## src/rtl/gsb_pkg.sv

```systemverilog
package gsb_pkg;

   localparam int OP_W    = 4;
   localparam int N_GATES = 8;

   typedef enum logic [OP_W-1:0] {
      OP_OR_FIRE   = 4'd0,
      OP_PIN_FIRE  = 4'd1,
      OP_AND_FIRE  = 4'd2,
      OP_AND_GB    = 4'd3,
      OP_AND_GA    = 4'd4,
      OP_OUT_G     = 4'd5,
      OP_OR_G      = 4'd6,
      OP_XOR_FIRE  = 4'd7,
      OP_XOR_GB    = 4'd8,
      OP_XOR_GA    = 4'd9,
      OP_R1_G      = 4'd10,
      OP_R2_G      = 4'd11,
      OP_R2_CLR    = 4'd12,
      OP_R1_CLR    = 4'd13,
      OP_R1_FIRE   = 4'd14,
      OP_R2_FIRE   = 4'd15
   } gsb_op_e;

   // gate positions inside the gate vector
   localparam int G_AND_A = 0;
   localparam int G_AND_B = 1;
   localparam int G_XOR_A = 2;
   localparam int G_XOR_B = 3;
   localparam int G_OR    = 4;
   localparam int G_R1    = 5;
   localparam int G_R2    = 6;
   localparam int G_OUT   = 7;

   // logic unit flavours
   localparam int KIND_AND = 0;
   localparam int KIND_XOR = 1;

endpackage

```

## src/rtl/gsb_gate_bank.sv

```systemverilog
module gsb_gate_bank #(
   parameter int N = 8
) (
   input  logic         clk,
   input  logic         rst_n,
   input  logic [N-1:0] toggle,
   output logic [N-1:0] gate_q
);

   if (N < 1) begin : g_bad_n
      $error("gsb_gate_bank: N must be at least 1");
   end

   for (genvar gi = 0; gi < N; gi++) begin : g_gate
      always_ff @(posedge clk or negedge rst_n) begin
         if (!rst_n)          gate_q[gi] <= 1'b0;
         else if (toggle[gi]) gate_q[gi] <= ~gate_q[gi];
      end
   end

endmodule

```

## src/rtl/gsb_hold_reg.sv

```systemverilog
module gsb_hold_reg #(
   parameter int W        = 8,
   parameter bit CLR_WINS = 1'b1
) (
   input  logic         clk,
   input  logic         rst_n,
   input  logic         clr,
   input  logic         load,
   input  logic [W-1:0] d,
   output logic [W-1:0] q
);

   if (W < 1) begin : g_bad_w
      $error("gsb_hold_reg: W must be at least 1");
   end

   logic [W-1:0] q_nxt;

   if (CLR_WINS) begin : g_clr_first
      always_comb begin
         q_nxt = q;
         if (clr)       q_nxt = '0;
         else if (load) q_nxt = d;
      end
   end else begin : g_load_first
      always_comb begin
         q_nxt = q;
         if (load)      q_nxt = d;
         else if (clr)  q_nxt = '0;
      end
   end

   always_ff @(posedge clk or negedge rst_n) begin
      if (!rst_n) q <= '0;
      else        q <= q_nxt;
   end

endmodule

```

## src/rtl/gsb_logic_pair.sv

```systemverilog
module gsb_logic_pair #(
   parameter int W    = 8,
   parameter int KIND = 0
) (
   input  logic         clk,
   input  logic         rst_n,
   input  logic         bus_drv,
   input  logic [W-1:0] bus_val,
   input  logic         gate_a,
   input  logic         gate_b,
   input  logic         fire,
   output logic [W-1:0] result,
   output logic [W-1:0] buf_a,
   output logic [W-1:0] buf_b
);

   if (KIND != gsb_pkg::KIND_AND && KIND != gsb_pkg::KIND_XOR) begin : g_bad_kind
      $error("gsb_logic_pair: KIND selects an unknown function");
   end

   gsb_hold_reg #(.W(W), .CLR_WINS(1'b1)) u_a (
      .clk(clk), .rst_n(rst_n), .clr(fire),
      .load(bus_drv & gate_a), .d(bus_val), .q(buf_a));

   gsb_hold_reg #(.W(W), .CLR_WINS(1'b1)) u_b (
      .clk(clk), .rst_n(rst_n), .clr(fire),
      .load(bus_drv & gate_b), .d(bus_val), .q(buf_b));

   if (KIND == gsb_pkg::KIND_XOR) begin : g_xor
      assign result = buf_a ^ buf_b;
   end else begin : g_and
      assign result = buf_a & buf_b;
   end

endmodule

```

## src/rtl/gsb_or_acc.sv

```systemverilog
module gsb_or_acc #(
   parameter int W = 8
) (
   input  logic         clk,
   input  logic         rst_n,
   input  logic         bus_drv,
   input  logic [W-1:0] bus_val,
   input  logic         gate,
   input  logic         fire,
   output logic [W-1:0] acc
);

   if (W < 1) begin : g_bad_w
      $error("gsb_or_acc: W must be at least 1");
   end

   always_ff @(posedge clk or negedge rst_n) begin
      if (!rst_n)                acc <= '0;
      else if (fire)             acc <= '0;
      else if (bus_drv && gate)  acc <= acc | bus_val;
   end

endmodule

```

## src/rtl/gsb_datapath.sv

```systemverilog
module gsb_datapath #(
   parameter int DATA_W = 8
) (
   input  logic                    clk,
   input  logic                    rst_n,
   input  logic                    op_valid,
   input  logic [gsb_pkg::OP_W-1:0] op_code,
   input  logic                    lit_valid,
   input  logic [DATA_W-1:0]       lit_data,
   input  logic                    pin_strobe,
   input  logic [DATA_W-1:0]       pin_in,
   output logic [DATA_W-1:0]       pin_out
);
   import gsb_pkg::*;

   if (DATA_W < 1) begin : g_bad_w
      $error("gsb_datapath: DATA_W must be at least 1");
   end

   logic [N_GATES-1:0] toggle, gate_q;
   logic               fire_or, fire_and, fire_xor, fire_pin;
   logic               clr_r1, clr_r2;
   logic               bus_drv;
   logic [DATA_W-1:0]  bus_val;
   logic [DATA_W-1:0]  or_acc, and_res, xor_res;
   logic [DATA_W-1:0]  and_a, and_b, xor_a, xor_b;
   logic [DATA_W-1:0]  reg1_q, reg2_q, inbuf_q, out_buf_q;
   logic               out_close;
   gsb_op_e            op;

   assign op = gsb_op_e'(op_code);

   // opcode decode
   always_comb begin
      toggle   = '0;
      fire_or  = 1'b0;
      fire_and = 1'b0;
      fire_xor = 1'b0;
      fire_pin = 1'b0;
      clr_r1   = 1'b0;
      clr_r2   = 1'b0;
      if (op_valid) begin
         unique case (op)
            OP_OR_FIRE:  fire_or  = 1'b1;
            OP_PIN_FIRE: fire_pin = 1'b1;
            OP_AND_FIRE: fire_and = 1'b1;
            OP_AND_GB:   toggle[G_AND_B] = 1'b1;
            OP_AND_GA:   toggle[G_AND_A] = 1'b1;
            OP_OUT_G:    toggle[G_OUT]   = 1'b1;
            OP_OR_G:     toggle[G_OR]    = 1'b1;
            OP_XOR_FIRE: fire_xor = 1'b1;
            OP_XOR_GB:   toggle[G_XOR_B] = 1'b1;
            OP_XOR_GA:   toggle[G_XOR_A] = 1'b1;
            OP_R1_G:     toggle[G_R1]    = 1'b1;
            OP_R2_G:     toggle[G_R2]    = 1'b1;
            OP_R2_CLR:   clr_r2   = 1'b1;
            OP_R1_CLR:   clr_r1   = 1'b1;
            default:     ;
         endcase
      end
   end

   // bus source selection, literal first
   always_comb begin
      bus_drv = 1'b0;
      bus_val = '0;
      if (lit_valid) begin
         bus_drv = 1'b1;
         bus_val = lit_data;
      end else if (op_valid) begin
         bus_drv = 1'b1;
         case (op)
            OP_OR_FIRE:  bus_val = or_acc;
            OP_PIN_FIRE: bus_val = inbuf_q;
            OP_AND_FIRE: bus_val = and_res;
            OP_XOR_FIRE: bus_val = xor_res;
            OP_R1_FIRE:  bus_val = reg1_q;
            OP_R2_FIRE:  bus_val = reg2_q;
            default:     bus_drv = 1'b0;
         endcase
      end
   end

   gsb_gate_bank #(.N(N_GATES)) u_gates (
      .clk(clk), .rst_n(rst_n), .toggle(toggle), .gate_q(gate_q));

   gsb_logic_pair #(.W(DATA_W), .KIND(KIND_AND)) u_and (
      .clk(clk), .rst_n(rst_n), .bus_drv(bus_drv), .bus_val(bus_val),
      .gate_a(gate_q[G_AND_A]), .gate_b(gate_q[G_AND_B]), .fire(fire_and),
      .result(and_res), .buf_a(and_a), .buf_b(and_b));

   gsb_logic_pair #(.W(DATA_W), .KIND(KIND_XOR)) u_xor (
      .clk(clk), .rst_n(rst_n), .bus_drv(bus_drv), .bus_val(bus_val),
      .gate_a(gate_q[G_XOR_A]), .gate_b(gate_q[G_XOR_B]), .fire(fire_xor),
      .result(xor_res), .buf_a(xor_a), .buf_b(xor_b));

   gsb_or_acc #(.W(DATA_W)) u_or (
      .clk(clk), .rst_n(rst_n), .bus_drv(bus_drv), .bus_val(bus_val),
      .gate(gate_q[G_OR]), .fire(fire_or), .acc(or_acc));

   gsb_hold_reg #(.W(DATA_W), .CLR_WINS(1'b1)) u_reg1 (
      .clk(clk), .rst_n(rst_n), .clr(clr_r1),
      .load(bus_drv & gate_q[G_R1]), .d(bus_val), .q(reg1_q));

   gsb_hold_reg #(.W(DATA_W), .CLR_WINS(1'b1)) u_reg2 (
      .clk(clk), .rst_n(rst_n), .clr(clr_r2),
      .load(bus_drv & gate_q[G_R2]), .d(bus_val), .q(reg2_q));

   // strobe capture beats the read-clear
   gsb_hold_reg #(.W(DATA_W), .CLR_WINS(1'b0)) u_inbuf (
      .clk(clk), .rst_n(rst_n), .clr(fire_pin),
      .load(pin_strobe), .d(pin_in), .q(inbuf_q));

   gsb_hold_reg #(.W(DATA_W), .CLR_WINS(1'b1)) u_outbuf (
      .clk(clk), .rst_n(rst_n), .clr(1'b0),
      .load(bus_drv & gate_q[G_OUT]), .d(bus_val), .q(out_buf_q));

   // release on close, carrying a value latched in the closing cycle
   assign out_close = toggle[G_OUT] & gate_q[G_OUT];

   always_ff @(posedge clk or negedge rst_n) begin
      if (!rst_n)         pin_out <= '0;
      else if (out_close) pin_out <= (bus_drv ? bus_val : out_buf_q);
   end

endmodule


```

## config.mk

```make
export PLATFORM = sky130hd
export DESIGN_NAME = gsb_datapath
export DESIGN_NICKNAME = d
export VERILOG_FILES = /design/src/rtl/gsb_pkg.sv /design/src/rtl/gsb_gate_bank.sv /design/src/rtl/gsb_hold_reg.sv /design/src/rtl/gsb_logic_pair.sv /design/src/rtl/gsb_or_acc.sv /design/src/rtl/gsb_datapath.sv
export SDC_FILE = /design/constraint.sdc
export NUM_CORES = 1
export LEC_CHECK = 0
export ABC_AREA = 1
export BUFFER_PORTS_ARGS = -buffer_cell sky130_fd_sc_hd__buf_2
export CAP_MARGIN = 30
export CORE_MARGIN = 5
export CORE_UTILIZATION = 60
export CTS_BUF_LIST = sky130_fd_sc_hd__clkbuf_4 sky130_fd_sc_hd__clkbuf_8
export CTS_CLUSTER_DIAMETER = 80
export DETAILED_ROUTE_END_ITERATION = 16
export GPL_TIMING_DRIVEN = 0
export PLACE_DENSITY = 0.8
export SYNTH_ARGS = -nofsm -noshare
export SYNTH_HDL_FRONTEND = slang
export SYNTH_SLANG_ARGS = --single-unit
```

## constraint.sdc

```tcl
create_clock -name clk -period 2.1 [get_ports clk]
set_input_delay 0.105 -clock clk [delete_from_list [all_inputs] [get_ports clk]]
set_output_delay 0.105 -clock clk [all_outputs]
set_load 0.02 [all_outputs]
```

# Word level (Yosys, flattened, before mapping)
# Cells that the tools add are included.
dict set report word_totals {
  reg_bits 88
  output_inout_bits 8
  elab_cells 107
}
dict set report op_classes {
  n_eq_ne 15
  n_mux 44
  n_bitwise 19
  n_reduce_logical 11
}
# operator n
set op_table {}
lappend op_table {{$mux W8} 20}
lappend op_table {{$pmux W8 S6} 1}
lappend op_table {{$eq A4 B4 Y1 const B} 8}
lappend op_table {{$mux W1} 23}
lappend op_table {{$eq A4 B3 Y1 const B} 4}
lappend op_table {{$reduce_bool A2 Y1} 8}
lappend op_table {{$and A1 B1 Y1} 8}
lappend op_table {{$and A8 B8 Y8} 1}
lappend op_table {{$eq A4 B2 Y1 const B} 2}
lappend op_table {{$not A1 Y1} 8}
lappend op_table {{$or A8 B8 Y8} 1}
lappend op_table {{$xor A8 B8 Y8} 1}
lappend op_table {{$reduce_or A6 Y1} 1}
lappend op_table {{$eq A4 B1 Y1 const B} 1}
lappend op_table {{$logic_not A4 Y1} 1}
lappend op_table {{$logic_and A1 B1 Y1} 1}

# Depth between registers and ports, before layout
dict set report depth {
  depth_word 8
  ltp_mapped 11
  depth_no_buf 11
}

# By module
# A second synthesis with hierarchy kept.
dict set report hier_totals {
  cells_unflattened 664
  hier_area_um2 4823.4
}
# mod n_inst cells_each area_per_inst_um2 seq_area_each_um2
set modules_own_cells {}
lappend modules_own_cells {{gsb_hold_reg (u_and.u_a ...)} 7 35 335.3 200.2}
lappend modules_own_cells {gsb_datapath 1 238 1156.1 200.2}
lappend modules_own_cells {gsb_or_acc 1 35 407.9 200.2}
lappend modules_own_cells {gsb_gate_bank 1 48 350.3 200.2}
lappend modules_own_cells {{gsb_hold_reg (u_inbuf)} 1 34 321.6 200.2}
lappend modules_own_cells {{gsb_logic_pair (u_xor)} 1 44 165.2 0.0}
lappend modules_own_cells {{gsb_logic_pair (u_and)} 1 20 75.1 0.0}

# Least setup slack after synthesis
# OpenSTA, ideal clock, no wires.
dict set report synth_timing {
  path_type {input to register}
  start {input op_valid}
  end {register u_xor.u_a.q[4]}
  setup_ns 0.065
  t_arrival_ns 1.192
  path_slack_ns 0.843
  stages 9
  path_buffers 1
  path_cell_list {buf_2 -> inv_1 -> o21ai_2 -> nand2_4 -> nor2_8 -> nand2_2 -> nand2_2 -> nand3_1 -> nand2_1}
}
dict set report synth_between {
  elab_chain_cells 4
}
# item line_no
set synth_rtl {}
lappend synth_rtl {{from (decl)} gsb_datapath.sv:6} ;# input logic op_valid,
lappend synth_rtl {{$mux W8 / $mux W1 (equally long branches)} gsb_datapath.sv:70} ;# end else if (op_valid) begin
lappend synth_rtl {{$mux W8 / $mux W1 (equally long branches)} gsb_datapath.sv:67} ;# if (lit_valid) begin
lappend synth_rtl {{$mux W8 / $and A1 B1 Y1 (equally long branches)} {gsb_hold_reg.sv:23, gsb_logic_pair.sv:23}}
lappend synth_rtl {{$mux W8 / $reduce_bool A2 Y1 (equally long branches)} n/a}
lappend synth_rtl {{to (signal assigned)} gsb_hold_reg.sv:35} ;# else q <= q_nxt;
lappend synth_rtl {{to (decl)} gsb_hold_reg.sv:10} ;# output logic [W-1:0] q
# Parallel ways exist; a longest one is shown, timed or not. The select of a mux whose other input is x is not followed.
# A chain may end at the register's enable or synchronous reset.

# Worst setup path after layout
dict set report layout_timing {
  start {register u_and.u_a.q[4]}
  end {register u_reg2.q[4]}
}
dict set report layout_between {
  elab_chain_cells 6
}
# item line_no
set layout_rtl {}
lappend layout_rtl {{from (decl)} gsb_hold_reg.sv:10}
lappend layout_rtl {{from (signal assigned)} gsb_hold_reg.sv:35}
lappend layout_rtl {{$and A8 B8 Y8} gsb_logic_pair.sv:32} ;# assign result = buf_a & buf_b;
lappend layout_rtl {{$pmux W8 S6} gsb_datapath.sv:72} ;# case (op)
lappend layout_rtl {{$mux W8} gsb_datapath.sv:70}
lappend layout_rtl {{$mux W8} gsb_datapath.sv:67}
lappend layout_rtl {{$mux W8} gsb_hold_reg.sv:23} ;# else if (load) q_nxt = d;
lappend layout_rtl {{$mux W8} gsb_hold_reg.sv:22} ;# if (clr) q_nxt = '0;
lappend layout_rtl {{to (signal assigned)} gsb_hold_reg.sv:35}
lappend layout_rtl {{to (decl)} gsb_hold_reg.sv:10}
# Every way passes these cells. The select of a mux whose other input is x is not followed.

==> impl_metrics.toml <==
[status]
run_status = "completed"

[floorplanning]
io_pins = 33
initial_utilization = 0.624
coreArea_um2 = 7330
die_h_um = 97.3
die-area_um2 = 9480
placementRows = 31
dieWidth_um = 97.3

[pwr]
powerDensity_nw_per_um2 = 1130
peakVddDrop_mv = 0.677
p_leak_uw = 0.00289

[drt]
ant_nets = 0
vias = 4076
post-route-drc-count = 0
via_per_inst = 5.34
drt-pass1-iter-count = 5
drtIter0Drc = 339
wl_per_cell_um = 14.7
wl_mm = 11.3

[global_route]
grt_pass1_wl_mm = 19.0
first_global_vias = 3792
overflow = 0
grt_usage = 0.247
grt_start_max_net_pins = 63
antenna_found_initial = 0

[cts]
clock_path_buffers = 2
clk_latency_ns = 0.35
clkSinkCount = 88
cts_made_buffers = 9
cts_tree = "done"
htreeDepth = 3
cts_setup_buffers = 0
postCtsHoldBufs = 9
clk_pin_slew_ns = 0.08
ctsResizeCount = 0
root_buffer = "clkbuf_8"

[yosys]
ys_ff_latch = 88
synth.distinct_cells = 24
yosys_warnings = 0
yosysSeqAreaShare = 0.481
syn-num-nets = 634
synthCells = 609
avgSynthCellArea_um2 = 7.52
synth_area_um2 = 4580

[cells_and_area]
syn_to_final_growth_pct = 14.4
fin_cells = 764
layout.nets = 685
diodes = 0
drive_gt1_frac = 0.149

[place]
pre_cts_ws_ns = 0.311
placedCellCount = 739
hpwl_mm = 8.00
io_buffers = 30
gp_congestion = 1.02

[sta]
setup_slack_ns = 0.579
skew_ns = 0.00880
tns_ns = 0
relSlewSlack = 0.683
finalCriticalPeriod_ns = 1.52
final_hold_viol_count = 0
rsz0062_at_grt = "no"
tightestPinTransition_ns = 0.474
fin_crit_sh = 0.724
finalSetupViolCount = 0
fmax_ghz = 0.657
maxSlewViolCount = 0

[setup_path]
crit_chain = "nand2_1 -> inv_1 -> nand3_1 -> nand2_1 -> nor2_1 -> nand2_1 -> nand2_2 -> nand2_2 -> nand2_1 -> o21ai_0"
cp_common_cell = "nand2_1"
required_ns = 2.32
critPathMaxFanout = 6
slowest_delay_ns = 0.38
cp-end-kind = "flip-flop"
crit_slowest_cell = "dfrtp_1"
path_class = "reg -> reg"
cp.arrival_ns = 1.74
worstSetupStartpointType = "flip-flop"

[worst_hold_path]
min_path_type = "in -> reg"

[flow_run]
cap_violations = 0
-- registers in the layout, summed over array words and instances, names as in the netlist --
signal	flops
pin_out	8
u_and.u_a.q	8
u_and.u_b.q	8
u_gates.gate_q	8
u_inbuf.q	8
u_or.acc	8
u_outbuf.q	8
u_reg1.q	8
u_reg2.q	8
u_xor.u_a.q	8
u_xor.u_b.q	8
-- cell usage in the layout, fill, tap and decap left out, drive strengths merged --
cell / synthesis / routed
a31oi: 8 / 8
clkbuf: 2 / 14
nand2: 258 / 258
bufinv: 0 / 3
nand4: 4 / 4
o21ai: 20 / 20
a21oi: 6 / 6
clkinv: 1 / 2
dfrtp: 88 / 88
dlygate4sd3: 0 / 9
buf: 7 / 38
nor2: 55 / 55
inv: 68 / 68
xor2: 7 / 7
nand3: 85 / 85
-- critical path: cells and delay by family (launching register included) --
kind,cells,cell delay [ns]
compound gates,1,0.08
buf+inv,1,0.03
flops,1,0.38
simple gates,8,0.87
-- cell usage after synthesis --
| library cell | n | area share |
|---|---|---|
| nor2_2 | 2 | 0.0027 |
| nand3_1 | 85 | 0.093 |
| buf_2 | 5 | 0.0055 |
| xor2_1 | 7 | 0.013 |
| clkinv_1 | 1 | 0.00082 |
| nor2_1 | 48 | 0.039 |
| nor2_4 | 4 | 0.0098 |
| a21oi_4 | 6 | 0.021 |
| inv_2 | 8 | 0.0066 |
| o21ai_0 | 7 | 0.0077 |
| nand2_4 | 1 | 0.0025 |
| inv_1 | 60 | 0.049 |
| buf_1 | 1 | 0.00082 |
| nand2_1 | 237 | 0.19 |
| buf_4 | 1 | 0.0016 |
| clkbuf_1 | 2 | 0.0016 |
| nand2_8 | 1 | 0.0044 |
| nand2_2 | 19 | 0.026 |
| dfrtp_1 | 88 | 0.48 |
| a31oi_1 | 8 | 0.011 |
| nand4_1 | 4 | 0.0055 |
| nor2_8 | 1 | 0.0044 |
| o21ai_2 | 4 | 0.0077 |
| o21ai_1 | 9 | 0.0098 |
-- path summary, 6_finish.rpt --
path,slack (ns),depth (start not counted),from,endpoint
max,0.58,10,u_and.u_a.q[4]$_DFFE_PN0P_,u_reg2.q[4]$_DFFE_PN0P_
min,0.10,3,lit_data[4],u_outbuf.q[4]$_DFFE_PN0P_
max reg2reg,0.58,10,u_and.u_a.q[4]$_DFFE_PN0P_,u_reg2.q[4]$_DFFE_PN0P_
min reg2reg,0.48,2,pin_out[0]$_DFFE_PN0P_,pin_out[0]$_DFFE_PN0P_
max in group asynchronous,1.28,3,rst_n,u_inbuf.q[1]$_DFFE_PN0P_
min in group asynchronous,0.20,2,rst_n,u_xor.u_b.q[4]$_DFFE_PN0P_
-- area by class of cell --
cell class              instances  area [um2]
plain buffers                   9        43.8
clock buffers                  12         165
clock inverters                 4        98.8
fillers                       594        2100
inverters                      69         259
multi-input cells             443        2070
flip-flops and latches         88        2200
well taps                      99         124
repair buffers                 40         270
-- report_power, final --
part | switching [uW] | total (uW) | internal [uW]
Combinational | 1060 | 1680 | 619
Sequential | 435 | 2760 | 2330
Clock | 583 | 1470 | 890
Total | 2080 | 5920 | 3840
-- layer usage --
layer	vias up	track usage	wire length [um]
li1	2005	-	-
met2	142	0.396	5390
met4	0	0.0927	291
met1	1898	0.340	4920
met5	-	0	0
met3	31	0.0395	653
-- stage by stage --
| stage | area [um2] | total power [uW] | utilization | hold WS [ns] |
|---|---|---|---|---|
| 2_1_floorplan | 4580 | 3940 | - | -0.191 |
| 3_3_place_gp | 4850 | 4340 | 0.662 | 0.303 |
| 5_1_grt | 5240 | 6350 | 0.714 | 0.108 |
| 6_report | 5240 | 5920 | 0.714 | 0.103 |
| 4_1_cts | 5240 | 5930 | 0.714 | 0.0891 |
| 3_5_place_dp | 4880 | 4430 | 0.666 | 0.0437 |
-- kinds of logic after synthesis --
logic type,after synthesis,synth area share
flops,88,0.481
buf+inv,78,0.0662
xor+xnor,7,0.0134
compound gates,34,0.0574
simple gates,402,0.382
Power figures use the tool's default switching activity.
